$ cat config.mk
export PLATFORM = sky130hd
export DESIGN_NAME = pc_stack_unit
export DESIGN_NICKNAME = d
export VERILOG_FILES = /design/src/rtl/pcs_pkg.sv /design/src/rtl/pcs_arbiter.sv /design/src/rtl/pcs_stack.sv /design/src/rtl/pcs_pc.sv /design/src/rtl/pc_stack_unit.sv
export SDC_FILE = /design/constraint.sdc
export NUM_CORES = 1
export LEC_CHECK = 0
export BUFFER_PORTS_ARGS = -buffer_cell sky130_fd_sc_hd__buf_4
export CAP_MARGIN = 10
export CORE_MARGIN = 4
export CORE_UTILIZATION = 30
export DETAILED_ROUTE_END_ITERATION = 7
export GPL_ROUTABILITY_DRIVEN = 0
export GPL_TIMING_DRIVEN = 0
export PLACE_DENSITY_LB_ADDON = 0.12
export SYNTH_ARGS = -nofsm -noshare
export SYNTH_HDL_FRONTEND = slang
export SYNTH_SLANG_ARGS = --single-unit
$ cat constraint.sdc
create_clock -name clk -period 2.8 [get_ports clk]
set_input_delay 0.14 -clock clk [delete_from_list [all_inputs] [get_ports clk]]
set_output_delay 0.14 -clock clk [all_outputs]
set_load 0.01 [all_outputs]
$ cat src/rtl/pcs_pkg.sv
// Shared types for the program counter and return stack.
// Assumes: one operation is selected per clock by pcs_arbiter.
package pcs_pkg;
    typedef enum logic [2:0] {
        OP_HOLD  = 3'd0,
        OP_ADV   = 3'd1,
        OP_JMP   = 3'd2,
        OP_CALL  = 3'd3,
        OP_RET   = 3'd4,
        OP_FLUSH = 3'd5
    } pc_op_e;
endpackage

$ cat src/rtl/pcs_arbiter.sv
// Picks the single operation for this cycle from the raw strobes.
// Assumes: flush_i is the registered fault pulse and outranks all strobes.
module pcs_arbiter
    import pcs_pkg::*;
(
    input  logic   flush_i,
    input  logic   call_i,
    input  logic   ret_i,
    input  logic   jmp_i,
    input  logic   adv_i,
    output pc_op_e op_o
);
    // Fixed priority: flush, call, return, jump, advance.
    always_comb begin
        if (flush_i)     op_o = OP_FLUSH;
        else if (call_i) op_o = OP_CALL;
        else if (ret_i)  op_o = OP_RET;
        else if (jmp_i)  op_o = OP_JMP;
        else if (adv_i)  op_o = OP_ADV;
        else             op_o = OP_HOLD;
    end

    // the flush pulse wins over every strobe
    always_comb begin
        if (flush_i) assert_flush_wins_R9: assert (op_o == OP_FLUSH);
    end
endmodule

$ cat src/rtl/pcs_stack.sv
// Return stack with its depth pointer and overflow/underflow fault pulse.
// Assumes: a push writes the slot at the current pointer, and a pop reads
// slot pointer-1. The top pointer value is never written, so only
// 2**SP_W - 1 slots exist.
module pcs_stack
    import pcs_pkg::*;
#(
    parameter int PC_W = 10,
    parameter int SP_W = 2
) (
    input  logic            clk,
    input  logic            rst_n,
    input  pc_op_e          op_i,
    input  logic [PC_W-1:0] push_data_i,
    output logic [SP_W-1:0] sp_o,
    output logic [PC_W-1:0] top_o,
    output logic            block_o,
    output logic            fault_o
);
    localparam int              SLOTS   = (1 << SP_W) - 1;
    localparam logic [SP_W-1:0] SP_FULL = SP_W'(SLOTS);

    logic [SP_W-1:0] sp_q;
    logic [SP_W-1:0] sp_dn;
    logic            fault_q;
    logic [PC_W-1:0] slot_q [SLOTS];
    logic            push_ok;
    logic            pop_ok;

    // An overflowing call or an underflowing return is refused.
    always_comb begin
        block_o = ((op_i == OP_CALL) && (sp_q == SP_FULL)) ||
                  ((op_i == OP_RET)  && (sp_q == '0));
        push_ok = (op_i == OP_CALL) && !block_o;
        pop_ok  = (op_i == OP_RET)  && !block_o;
        sp_dn   = sp_q - SP_W'(1);
    end

    // Depth pointer: cleared on reset or flush, stepped on accepted push/pop.
    always_ff @(posedge clk) begin
        if (!rst_n || op_i == OP_FLUSH) sp_q <= '0;
        else if (push_ok)               sp_q <= sp_q + SP_W'(1);
        else if (pop_ok)                sp_q <= sp_dn;
    end

    // Fault pulse: set for one cycle after a refused push or pop.
    always_ff @(posedge clk) begin
        if (!rst_n) fault_q <= 1'b0;
        else        fault_q <= block_o;
    end

    // One register per slot, written only when the push targets it.
    for (genvar g = 0; g < SLOTS; g++) begin : g_slot
        always_ff @(posedge clk) begin
            if (push_ok && sp_q == SP_W'(g)) slot_q[g] <= push_data_i;
        end
    end

    // Top-of-stack read mux, indexed by pointer-1.
    always_comb begin
        top_o = '0;
        for (int i = 0; i < SLOTS; i++) begin
            if (sp_dn == SP_W'(i)) top_o = slot_q[i];
        end
    end

    assign sp_o    = sp_q;
    assign fault_o = fault_q;

    // a call at full depth holds the pointer and raises the fault
    assert_no_overflow_R7: assert property (@(posedge clk) disable iff (!rst_n)
        (op_i == OP_CALL && sp_q == SP_FULL) |=> (fault_o && sp_q == SP_FULL));
    // a return at zero depth holds the pointer and raises the fault
    assert_no_underflow_R8: assert property (@(posedge clk) disable iff (!rst_n)
        (op_i == OP_RET && sp_q == '0) |=> (fault_o && sp_q == '0));
    // the fault pulse lasts exactly one cycle
    assert_fault_single_R7: assert property (@(posedge clk) disable iff (!rst_n)
        fault_o |=> !fault_o);
    // an accepted call deepens the stack by one
    assert_push_step_R5: assert property (@(posedge clk) disable iff (!rst_n)
        (op_i == OP_CALL && sp_q != SP_FULL) |=> (sp_q == $past(sp_q) + SP_W'(1)));
endmodule

$ cat src/rtl/pcs_pc.sv
// Program counter register and next-address selection.
// Assumes: op_i is a single operation from the arbiter, and block_i marks a
// refused call or return that must leave the PC unchanged.
module pcs_pc
    import pcs_pkg::*;
#(
    parameter int PC_W   = 10,
    parameter int LEN_W  = 2,
    parameter int PART_W = 8,
    parameter int RET_OFS = 2
) (
    input  logic             clk,
    input  logic             rst_n,
    input  pc_op_e           op_i,
    input  logic             block_i,
    input  logic [LEN_W-1:0] len_i,
    input  logic [PC_W-1:0]  tgt_i,
    input  logic             full_ld_i,
    input  logic [PC_W-1:0]  ret_val_i,
    output logic [PC_W-1:0]  pc_o,
    output logic [PC_W-1:0]  pc_inc_o
);
    localparam int HI_W = PC_W - PART_W;

    logic [PC_W-1:0] pc_q;
    logic [PC_W-1:0] pc_d;
    logic [PC_W-1:0] jmp_addr;

    // Jump target: a full load, or a low-field load that keeps the page bits.
    always_comb begin
        if (full_ld_i) jmp_addr = tgt_i;
        else           jmp_addr = {pc_q[PC_W-1:PART_W], tgt_i[PART_W-1:0]};
    end

    // Next-address selection for each operation.
    always_comb begin
        pc_d = pc_q;
        unique case (op_i)
            OP_ADV:   pc_d = pc_q + PC_W'(len_i);
            OP_JMP:   pc_d = jmp_addr;
            OP_CALL:  if (!block_i) pc_d = tgt_i;
            OP_RET:   if (!block_i) pc_d = ret_val_i + PC_W'(RET_OFS);
            OP_FLUSH: pc_d = '0;
            default:  pc_d = pc_q;
        endcase
    end

    // PC register with synchronous active-low reset.
    always_ff @(posedge clk) begin
        if (!rst_n) pc_q <= '0;
        else        pc_q <= pc_d;
    end

    assign pc_o     = pc_q;
    assign pc_inc_o = pc_q + PC_W'(1);

    // the flush clears the PC on the next edge
    assert_flush_clear_R7: assert property (@(posedge clk) disable iff (!rst_n)
        (op_i == OP_FLUSH) |=> (pc_q == '0));
    // an accepted return lands on the saved value plus the offset
    assert_ret_offset_R6: assert property (@(posedge clk) disable iff (!rst_n)
        (op_i == OP_RET && !block_i) |=> (pc_q == $past(ret_val_i) + PC_W'(RET_OFS)));
    // a partial jump keeps the page bits
    assert_page_keep_R4: assert property (@(posedge clk) disable iff (!rst_n)
        (op_i == OP_JMP && !full_ld_i) |=>
        (pc_q[PC_W-1:PC_W-HI_W] == $past(pc_q[PC_W-1:PC_W-HI_W])));
    // a refused call or return leaves the PC unchanged
    assert_block_hold_R8: assert property (@(posedge clk) disable iff (!rst_n)
        ((op_i == OP_CALL || op_i == OP_RET) && block_i) |=> $stable(pc_q));
endmodule

$ cat src/rtl/pc_stack_unit.sv
// Top level: the program counter, the return stack and the strobe arbiter.
// Assumes: strobes are single-cycle and sampled at each rising edge, and
// reset is synchronous and active low.
module pc_stack_unit
    import pcs_pkg::*;
#(
    parameter int PC_W   = 10,
    parameter int SP_W   = 2,
    parameter int LEN_W  = 2,
    parameter int PART_W = 8
) (
    input  logic             clk,
    input  logic             rst_n,
    input  logic             adv_i,
    input  logic [LEN_W-1:0] adv_len_i,
    input  logic             jmp_i,
    input  logic             full_ld_i,
    input  logic             call_i,
    input  logic             ret_i,
    input  logic [PC_W-1:0]  tgt_i,
    output logic [PC_W-1:0]  pc_o,
    output logic [SP_W-1:0]  sp_o,
    output logic             fault_o
);
    pc_op_e          op;
    logic            block;
    logic [PC_W-1:0] pc_inc;
    logic [PC_W-1:0] top_val;

    pcs_arbiter u_arb (
        .flush_i (fault_o),
        .call_i  (call_i),
        .ret_i   (ret_i),
        .jmp_i   (jmp_i),
        .adv_i   (adv_i),
        .op_o    (op)
    );

    pcs_stack #(.PC_W(PC_W), .SP_W(SP_W)) u_stack (
        .clk         (clk),
        .rst_n       (rst_n),
        .op_i        (op),
        .push_data_i (pc_inc),
        .sp_o        (sp_o),
        .top_o       (top_val),
        .block_o     (block),
        .fault_o     (fault_o)
    );

    pcs_pc #(.PC_W(PC_W), .LEN_W(LEN_W), .PART_W(PART_W), .RET_OFS(2)) u_pc (
        .clk       (clk),
        .rst_n     (rst_n),
        .op_i      (op),
        .block_i   (block),
        .len_i     (adv_len_i),
        .tgt_i     (tgt_i),
        .full_ld_i (full_ld_i),
        .ret_val_i (top_val),
        .pc_o      (pc_o),
        .pc_inc_o  (pc_inc)
    );

    // reset leaves PC, pointer and fault at zero
    assert_reset_state_R1: assert property (@(posedge clk)
        !rst_n |=> (pc_o == '0 && sp_o == '0 && !fault_o));
    // after the fault pulse the whole state is zero
    assert_fault_clear_R7: assert property (@(posedge clk) disable iff (!rst_n)
        fault_o |=> (pc_o == '0 && sp_o == '0));
endmodule

==> After elaboration in Yosys (flattened, before gate mapping) <==
Memories as Yosys holds them, arrays and structs flattened.
Index checks and enable logic that the tools add are counted.
{ "word_totals": {"reg_bits": 13, "mem_bits_rw": 30, "in_bits": 19, "word_cells": 68, "memories": 1} }
{ "op_classes": {"n_addsub": 5, "n_eq_ne": 13, "muxes": 26, "n_reduce_logical": 19} }
{ "mem_list": {"columns": ["name", "depth", "width", "rd", "rd_ports_with_merged_regs", "write_ports", "line_no", "rtl"], "rows": [
  ["u_stack.slot_q", 3, 10, 3, 0, 1, "pcs_stack.sv:26", "logic [PC_W-1:0] slot_q [SLOTS];"]
]} }
{ "ops": {"columns": ["operator", "n"], "rows": [
  ["$mux 10", 8],
  ["$pmux 10 s5", 1],
  ["$reduce_or 10->1", 2],
  ["$mux 3", 4],
  ["$add 10x1->10 const B", 1],
  ["$add 10x2->10", 1],
  ["$add 10x2->10 const B", 1],
  ["$mux 1", 9],
  ["$mux 2", 4],
  ["$logic_and 1x1->1", 7],
  ["$eq 2x2->1 const B", 3],
  ["$eq 3x2->1 const B", 2],
  ["$eq 3x3->1 const B", 2],
  ["$ne 2x2->1 const B", 3],
  ["$reduce_bool 5->1", 1],
  ["$eq 2x1->1 const B", 2],
  ["$logic_not 2->1", 2],
  ["$reduce_and 4->1", 1],
  ["$eq 3x1->1 const B", 1],
  ["$reduce_and 3->1", 1],
  ["$add 2x1->2 const B", 1],
  ["$logic_not 1->1", 2],
  ["$logic_or 1x1->1", 2],
  ["$reduce_bool 2->1", 1],
  ["$sub 2x1->2 const B", 1]
]} }

==> Longest topological paths before layout <==
Gate-level depths: netlist (run 1).
{ "logic_depth": {"word_depth": 16, "ltp_mapped": 10, "depth_no_buf": 9} }

==> Cells and area by module <==
From an unflattened synthesis (run 1), not the netlist that was laid out.
{ "hier_totals": {"hier_cells": 243, "area_unflattened_um2": 2454.9} }
{ "modules_own_cells": {"columns": ["mod", "instances", "cells_per_inst", "area_each_um2"], "rows": [
  ["pcs_stack", 1, 94, 1365.1],
  ["pcs_pc", 1, 143, 1053.5],
  ["pcs_arbiter", 1, 6, 36.3]
]} }

==> Least setup slack after synthesis (run 1) <==
OpenSTA, ideal clock, no wires.
{ "synth_timing": {"kind": "reg2reg", "from": "reg u_stack.sp_q[0], in the netlist u_stack.sp_o[0]", "to": "reg u_pc.pc_q[9], in the netlist u_pc.pc_o[9]", "setup_ns": 0.116, "arrival_time_ns": 2.189, "path_slack_ns": 0.495, "stages_incl_launch_ff": 11, "path_buffers": 1, "path_cell_list": "dfxtp_1 inv_1 ha_1 buf_6 nand3b_1 a2bb2oi_2 ha_1 nand2_2 nor4_4 xnor2_1 a41o_1"} }
{ "synth_via": {"elab_chain_cells": 8, "elab_cells_between_ends": 18} }
{ "synth_lines": {"columns": ["item", "line_no", "rtl"], "rows": [
  ["from (decl)", "pcs_stack.sv:23", "logic [SP_W-1:0] sp_q;"],
  ["from (signal assigned)", "pcs_stack.sv:42", "else if (push_ok) sp_q <= sp_q + SP_W'(1);"],
  ["from (signal assigned)", "pcs_stack.sv:43", "else if (pop_ok) sp_q <= sp_dn;"],
  ["$sub 2x1->2", "pcs_stack.sv:36", "sp_dn = sp_q - SP_W'(1);"],
  ["$logic_not 2->1", "pcs_stack.sv:63", "if (sp_dn == SP_W'(i)) top_o = slot_q[i];"],
  ["$mux 10 (3 in series)", "pcs_stack.sv:63", null],
  ["$add 10x2->10", "pcs_pc.sv:42", "OP_RET: if (!block_i) pc_d = ret_val_i + PC_W'(RET_OFS);"],
  ["$mux 10", "pcs_pc.sv:42", null],
  ["$pmux 10 s5", "pcs_pc.sv:38", "unique case (op_i)"],
  ["to (signal assigned)", "pcs_pc.sv:51", "else pc_q <= pc_d;"],
  ["to (decl)", "pcs_pc.sv:25", "logic [PC_W-1:0] pc_q;"]
]} }
Parallel ways exist; a longest one is shown, timed or not. The select of a mux whose other input is x is not followed.
A chain may end at the register's enable or synchronous reset.

==> Worst setup path in the final report (run 1) <==
Same ends and word-level chain as after synthesis.

==> flow_metrics.env, run 1 <==
export IMPL_status="finished clean"
export IMPL_yosysTopAreaCellShare_pct=35.0
export IMPL_cp_max_fo=10
export IMPL_synth_largest_area_cell="edfxtp_1"
export IMPL_critPathArrivalTime_ns=2.77
export IMPL_initial_core_util_pct=31.0
export IMPL_ant_nets=0
export IMPL_grt_overflow=0
export IMPL_cts_root_buf="clkbuf_8"
export IMPL_dp_hpwl_um=5170
export IMPL_worst_setup_path_end_kind="register"
export IMPL_port_buffer_count=31
export IMPL_nNetsFinal=307
export IMPL_fp_dieW_um=101
export IMPL_critPathRequiredTime_ns=3.01
export IMPL_coreArea_mm2=0.00830
export IMPL_remaining_drc_errors=0
export IMPL_grt_use_met1_pct=19.8
export IMPL_ys_top_cells_by_area="edfxtp_1 (35%), dfxtp_1 (10%), ha_1 (4.9%)"
export IMPL_num_rows=33
export IMPL_vdd_drop_max_uv=214
export IMPL_area_delta_synth_final_pct=19.6
export IMPL_io_pins=32
export IMPL_rsz0062_at_grt="false"
export IMPL_clk_pin_slew_ns=0.10
export IMPL_synth_distinct_cells=56
export IMPL_cellPowerDensity_mw_per_mm2=657
export IMPL_synthCells=239
export IMPL_crit_type="register to register"
export IMPL_drtPass1Iterations=4
export IMPL_post_route_period_util_pct=91.5
export IMPL_cts_sinks=43
export IMPL_cts_setup_buffers=0
export IMPL_fin_crit_ns=2.56
export IMPL_tns_ns=0
export IMPL_ys_ff_latch=43
export IMPL_setup_ws_ns=0.237
export IMPL_clockBufferDepth=2
export IMPL_vias=1947
export IMPL_worstMarginPinSlew_ns=0.596
export IMPL_cts_inserted_buffers=5
export IMPL_ctsHoldBuffers=0
export IMPL_syn_nets=269
export IMPL_wl_um=6810
export IMPL_timing_fmax_mhz=390
export IMPL_vias_per_cell=5.08
export IMPL_grt_max_degree=14
export IMPL_p_leak_nw=1.11
export IMPL_yosysMostFrequentCell="edfxtp_1"
export IMPL_pre_cts_ws_ns=0.107
export IMPL_max_slew_margin_pct=60.3
export IMPL_drive_gt1_share_pct=24.8
export IMPL_synthTopCellsByCount="edfxtp_1 (30), a21oi_1 (20), nand2_1 (15)"
export IMPL_hold_path_class="primary input to register"
export IMPL_ys_seq_area_share_pct=45.1
export IMPL_synthArstFlopShare_pct=0
export IMPL_grt_antenna_before_repair=0
export IMPL_synthFlopType="edfxtp_1"
export IMPL_drv_cap=0
export IMPL_slew_viol_final=0
export IMPL_clk_latency_ns=0.31
export IMPL_hold_viol=0
export IMPL_setup_violations=0
export IMPL_synth_area_mm2=0.00257
export IMPL_cts_tree="built"
export IMPL_die_area_mm2=0.0101
export IMPL_synth_edf_count=30
export IMPL_grt_util_met3_pct=2.35
export IMPL_htree_levels=2
export IMPL_die_h_um=101
export IMPL_cp_start_kind="register"
export IMPL_busiest_layer="met2"
export IMPL_grt_pass1_wl_um=11200
export IMPL_drtIter0Drc=104
export IMPL_yosys_warnings=0
export IMPL_synth_area_per_cell_um2=10.8
export IMPL_grt_pass1_vias=2001
export IMPL_num_antenna_cells=0
export IMPL_worst_clock_skew_ns=0.0137
export IMPL_grt_use_total_pct=14.2
export IMPL_wl_per_cell_um=17.8
export IMPL_grtUsageMet2_pct=22.6
-- metal layers --
metal  routed length (um)  share of wire, %  up-vias
met5                    0                 0        -
met4                  143               2.1        0
met3                  168               2.5       10
met2                 3180                47       31
met1                 3320                49      922
li1                     -                 -      984
-- registers in the layout, indices dropped and copies added, names as in the netlist --
name             flops
u_pc.pc_o           10
u_stack.slot_q      30
u_stack.fault_o      1
u_stack.sp_o         2
-- stage by stage --
stage               power (mW)  instances  hold WS (ns)  utilization (%)  instance area (um2)
global placement          1.44        375         0.444             35.4                 2940
finish                    2.02        383         0.111             37.1                 3080
floorplan                 1.23        239         0.329                -                 2570
global route              2.13        383         0.127             37.1                 3080
CTS                       2.03        383         0.110             37.0                 3070
detailed placement        1.44        375         0.436             35.4                 2940
-- final timing paths --
kind | cells after the start | slack (ns) | from | to
max | 10 | 0.24 | u_stack.sp_o[0] | u_pc.pc_o[9]
min | 3 | 0.11 | tgt_i[6] | u_pc.pc_o[6]
max reg2reg | 10 | 0.24 | u_stack.sp_o[0] | u_pc.pc_o[9]
min reg2reg | 2 | 0.58 | u_pc.pc_o[0] | u_pc.pc_o[0]
-- placed cells by master (no fill, tap or decap), types with 6 or more instances in the layout --
cell type   n
xor2_1      6
buf_4      31
nand3b_1    8
nor2_1     14
nand3_1     9
edfxtp_1   30
a21oi_1    20
nand2_1    15
clkbuf_1    7
o21ai_0    12
nor3_1      7
ha_1        9
xnor2_1     7
dfxtp_1    13
-- report_power, final --
part | internal [mW] | switching, mW | total (mW) | leakage (nW)
registers | 0.785 | 0.0555 | 0.841 | 0.388
clock network | 0.357 | 0.242 | 0.599 | 0.0654
logic | 0.236 | 0.347 | 0.583 | 0.660
-- logic make-up (layout without fill, tap and decap cells) --
logic type / after synthesis / in the layout / synth area share [%]
AO/OA/AOI/OAI: 71 / 71 / 20.9
XOR/XNOR: 13 / 13 / 4.42
adder cells (fa/ha/maj): 11 / 11 / 5.64
buffers and inverters: 16 / 55 / 2.82
flip-flops: 43 / 43 / 45.1
multiplexers: 4 / 4 / 1.60
AND/OR/NAND/NOR: 81 / 81 / 19.5
-- final cells by class --
cell class	count	area, um2
buffer	11	53.8
clock buffer	6	72.6
clock inverter	2	60.1
fill	828	5220
inverter	5	18.8
multi-input combinational	180	1350
sequential	43	1160
tap	105	131
timing repair buffer	31	233
-- critical path, stage by stage, from the launching register on --
cell and delay, ns:
dfxtp_1 0.43, inv_1 0.14, ha_2 0.26, buf_6 0.16, nand3b_1 0.17, a2bb2oi_2 0.26, ha_1 0.28, nand2_2 0.09
nor4_4 0.29, xnor2_1 0.14, a41o_1 0.25
-- what timing repair did --
item,CTS,global route
endpoints found under the setup margin,0,2
hold endpoints to repair,0,0
resized for setup,0,2
Power figures use the tool's default switching activity.
==> run 2: changes to the inputs <==
==> constraint.sdc (replaced) <==
create_clock -name clk -period 2.6 [get_ports clk]
set_input_delay 0.13 -clock clk [delete_from_list [all_inputs] [get_ports clk]]
set_output_delay 0.13 -clock clk [all_outputs]
set_load 0.01 [all_outputs]
==> flow_metrics.env, run 2 (same netlist as run 1, synthesis figures left out) <==
export IMPL_status="finished clean"
export IMPL_dp_hpwl_um=5170
export IMPL_num_antenna_cells=0
export IMPL_cp_start_kind="register"
export IMPL_hold_viol=0
export IMPL_clockBufferDepth=2
export IMPL_vias_per_cell=5.10
export IMPL_p_total_mw=2.19
export IMPL_fin_crit_ns=2.42
export IMPL_final_common_cell="buf_4"
export IMPL_die_h_um=101
export IMPL_drive_gt1_share_pct=25.9
export IMPL_crit_type="register to register"
export IMPL_area_delta_synth_final_pct=20.7
export IMPL_grt_use_total_pct=14.2
export IMPL_whs_endpoint="u_pc.pc_o[6]"
export IMPL_r2r_start="u_stack.sp_o[0]"
export IMPL_critPathRequiredTime_ns=2.81
export IMPL_remaining_drc_errors=0
export IMPL_clk_latency_ns=0.31
export IMPL_grt_pass1_vias=2003
export IMPL_port_buffer_count=31
export IMPL_final_cell_mix="buf_4 (31), edfxtp_1 (30), a21oi_1 (20), nand2_1 (15), nor2_1 (14)"
export IMPL_drv_cap=0
export IMPL_ant_nets=0
export IMPL_io_pins=32
export IMPL_seq_power_share_pct=41.4
export IMPL_setup_violations=0
export IMPL_htree_levels=2
export IMPL_max_slew_margin_pct=60.2
export IMPL_worst_setup_path_end_kind="register"
export IMPL_vdd_drop_max_uv=231
export IMPL_p_leak_nw=1.11
export IMPL_wl_um=6820
export IMPL_min_path_cells=3
export IMPL_initial_core_util_pct=31.0
export IMPL_vias=1952
export IMPL_cts_inserted_buffers=5
export IMPL_power_switching_mw=0.700
export IMPL_p_sw_share_pct=31.9
export IMPL_die_area_mm2=0.0101
export IMPL_worst_clock_skew_ns=0.0130
export IMPL_cts_root_buf="clkbuf_8"
export IMPL_drtIter0Drc=108
export IMPL_slew_viol_final=0
export IMPL_hold_path_class="primary input to register"
export IMPL_instances_no_fill=383
export IMPL_cellPowerDensity_mw_per_mm2=706
export IMPL_largest_reg_flops=30
export IMPL_min_from="tgt_i[6]"
export IMPL_grt_overflow=0
export IMPL_timing_fmax_mhz=413
export IMPL_clk_pin_slew_ns=0.10
export IMPL_worstMarginPinSlew_ns=0.597
export IMPL_r2r_cells=10
export IMPL_rrSetupSlack_ns=0.18
export IMPL_num_rows=33
export IMPL_r2r_end="u_pc.pc_o[9]"
export IMPL_cp_max_fo=10
export IMPL_p_clk_share_pct=29.4
export IMPL_grt_antenna_before_repair=0
export IMPL_dp_cells=375
export IMPL_rsz0062_at_grt="false"
export IMPL_drtPass1Iterations=4
export IMPL_fp_dieW_um=101
export IMPL_p_int_mw=1.49
export IMPL_grt_max_degree=14
export IMPL_post_route_period_util_pct=93.2
export IMPL_nNetsFinal=307
export IMPL_p_comb_share_pct=29.2
export IMPL_wl_per_cell_um=17.8
export IMPL_cts_tree="built"
export IMPL_grt_pass1_wl_um=11200
export IMPL_critPathArrivalTime_ns=2.63
export IMPL_cts_sinks=43
export IMPL_top_register="u_stack.slot_q"
export IMPL_fillCellCount=821
export IMPL_coreArea_mm2=0.00830
run 2: changes by cell type in the layout (fill, tap and decap cells not counted):
cell,previous run,this run
ha_1,9,8
a2bb2oi_4,1,3
dfxtp_2,0,2
dfxtp_1,13,11
a2bb2oi_2,5,3
ha_2,1,2
run 2: power by group through the flow:
stage / Clock (mW) / Combinational, mW / Sequential [mW]
floorplan: 0 / 0.403 / 0.921
global placement: 0 / 0.631 / 0.919
detailed placement: 0 / 0.629 / 0.921
CTS: 0.653 / 0.638 / 0.906
global route: 0.683 / 0.710 / 0.919
finish: 0.645 / 0.641 / 0.908
run 2: per-layer routing:
layer	share of wire (%)	GRT usage [%]	vias up
li1	-	-	984
met1	49	19.7	928
met2	46	22.6	30
met3	2.4	2.35	10
met4	2.1	4.46	0
met5	0	0	-
run 2: cell type report:
class | instances | area, um2 | share of cell area, %
clock buffer | 6 | 72.6 | 2.34
sequential | 43 | 1160 | 37.5
clock inverter | 2 | 60.1 | 1.93
tap | 105 | 131 | 4.23
buffer | 11 | 53.8 | 1.73
multi-input combinational | 180 | 1370 | 44.2
timing repair buffer | 31 | 233 | 7.49
inverter | 5 | 18.8 | 0.604
run 2: worst max path at each step:
stage                    start           end  slack, ns
2_1_floorplan  u_stack.sp_o[0]  u_pc.pc_o[9]       0.29
3_3_place_gp   u_stack.sp_o[0]  u_pc.pc_o[5]      -0.06
3_5_place_dp   u_stack.sp_o[0]  u_pc.pc_o[5]      -0.09
4_1_cts        u_stack.sp_o[0]  u_pc.pc_o[9]       0.04
5_1_grt        u_stack.sp_o[0]  u_pc.pc_o[9]       0.01
6_report       u_stack.sp_o[0]  u_pc.pc_o[9]       0.18
run 2: stage by stage:
stage	setup WS (ns)	setup TNS (ns)	hold WS (ns)	cell area [um2]	util, %
final	0.176	0	0.101	3110	37.4
after global routing	0.0122	0	0.117	3110	37.4
after CTS	0.0368	0	0.0996	3080	37.1
after detailed placement	-0.0933	-0.158	0.426	2940	35.4
after global placement	-0.0622	-0.107	0.434	2940	35.4
after floorplan	0.295	0	0.319	2570	-
run 2: critical path, cell delays in order (launching register included):
cell and delay [ns]:
dfxtp_2 0.39, inv_1 0.11, ha_2 0.26, buf_6 0.16, nand3b_1 0.20, a2bb2oi_4 0.22
ha_2 0.24, nand2_2 0.08, nor4_4 0.29, xnor2_1 0.14, a41o_1 0.25
run 2: repair_timing:
action	in CTS	in global routing
setup buffers	0	0
endpoints found under the setup margin	2	4
hold buffers	0	0
gates resized for setup	3	4
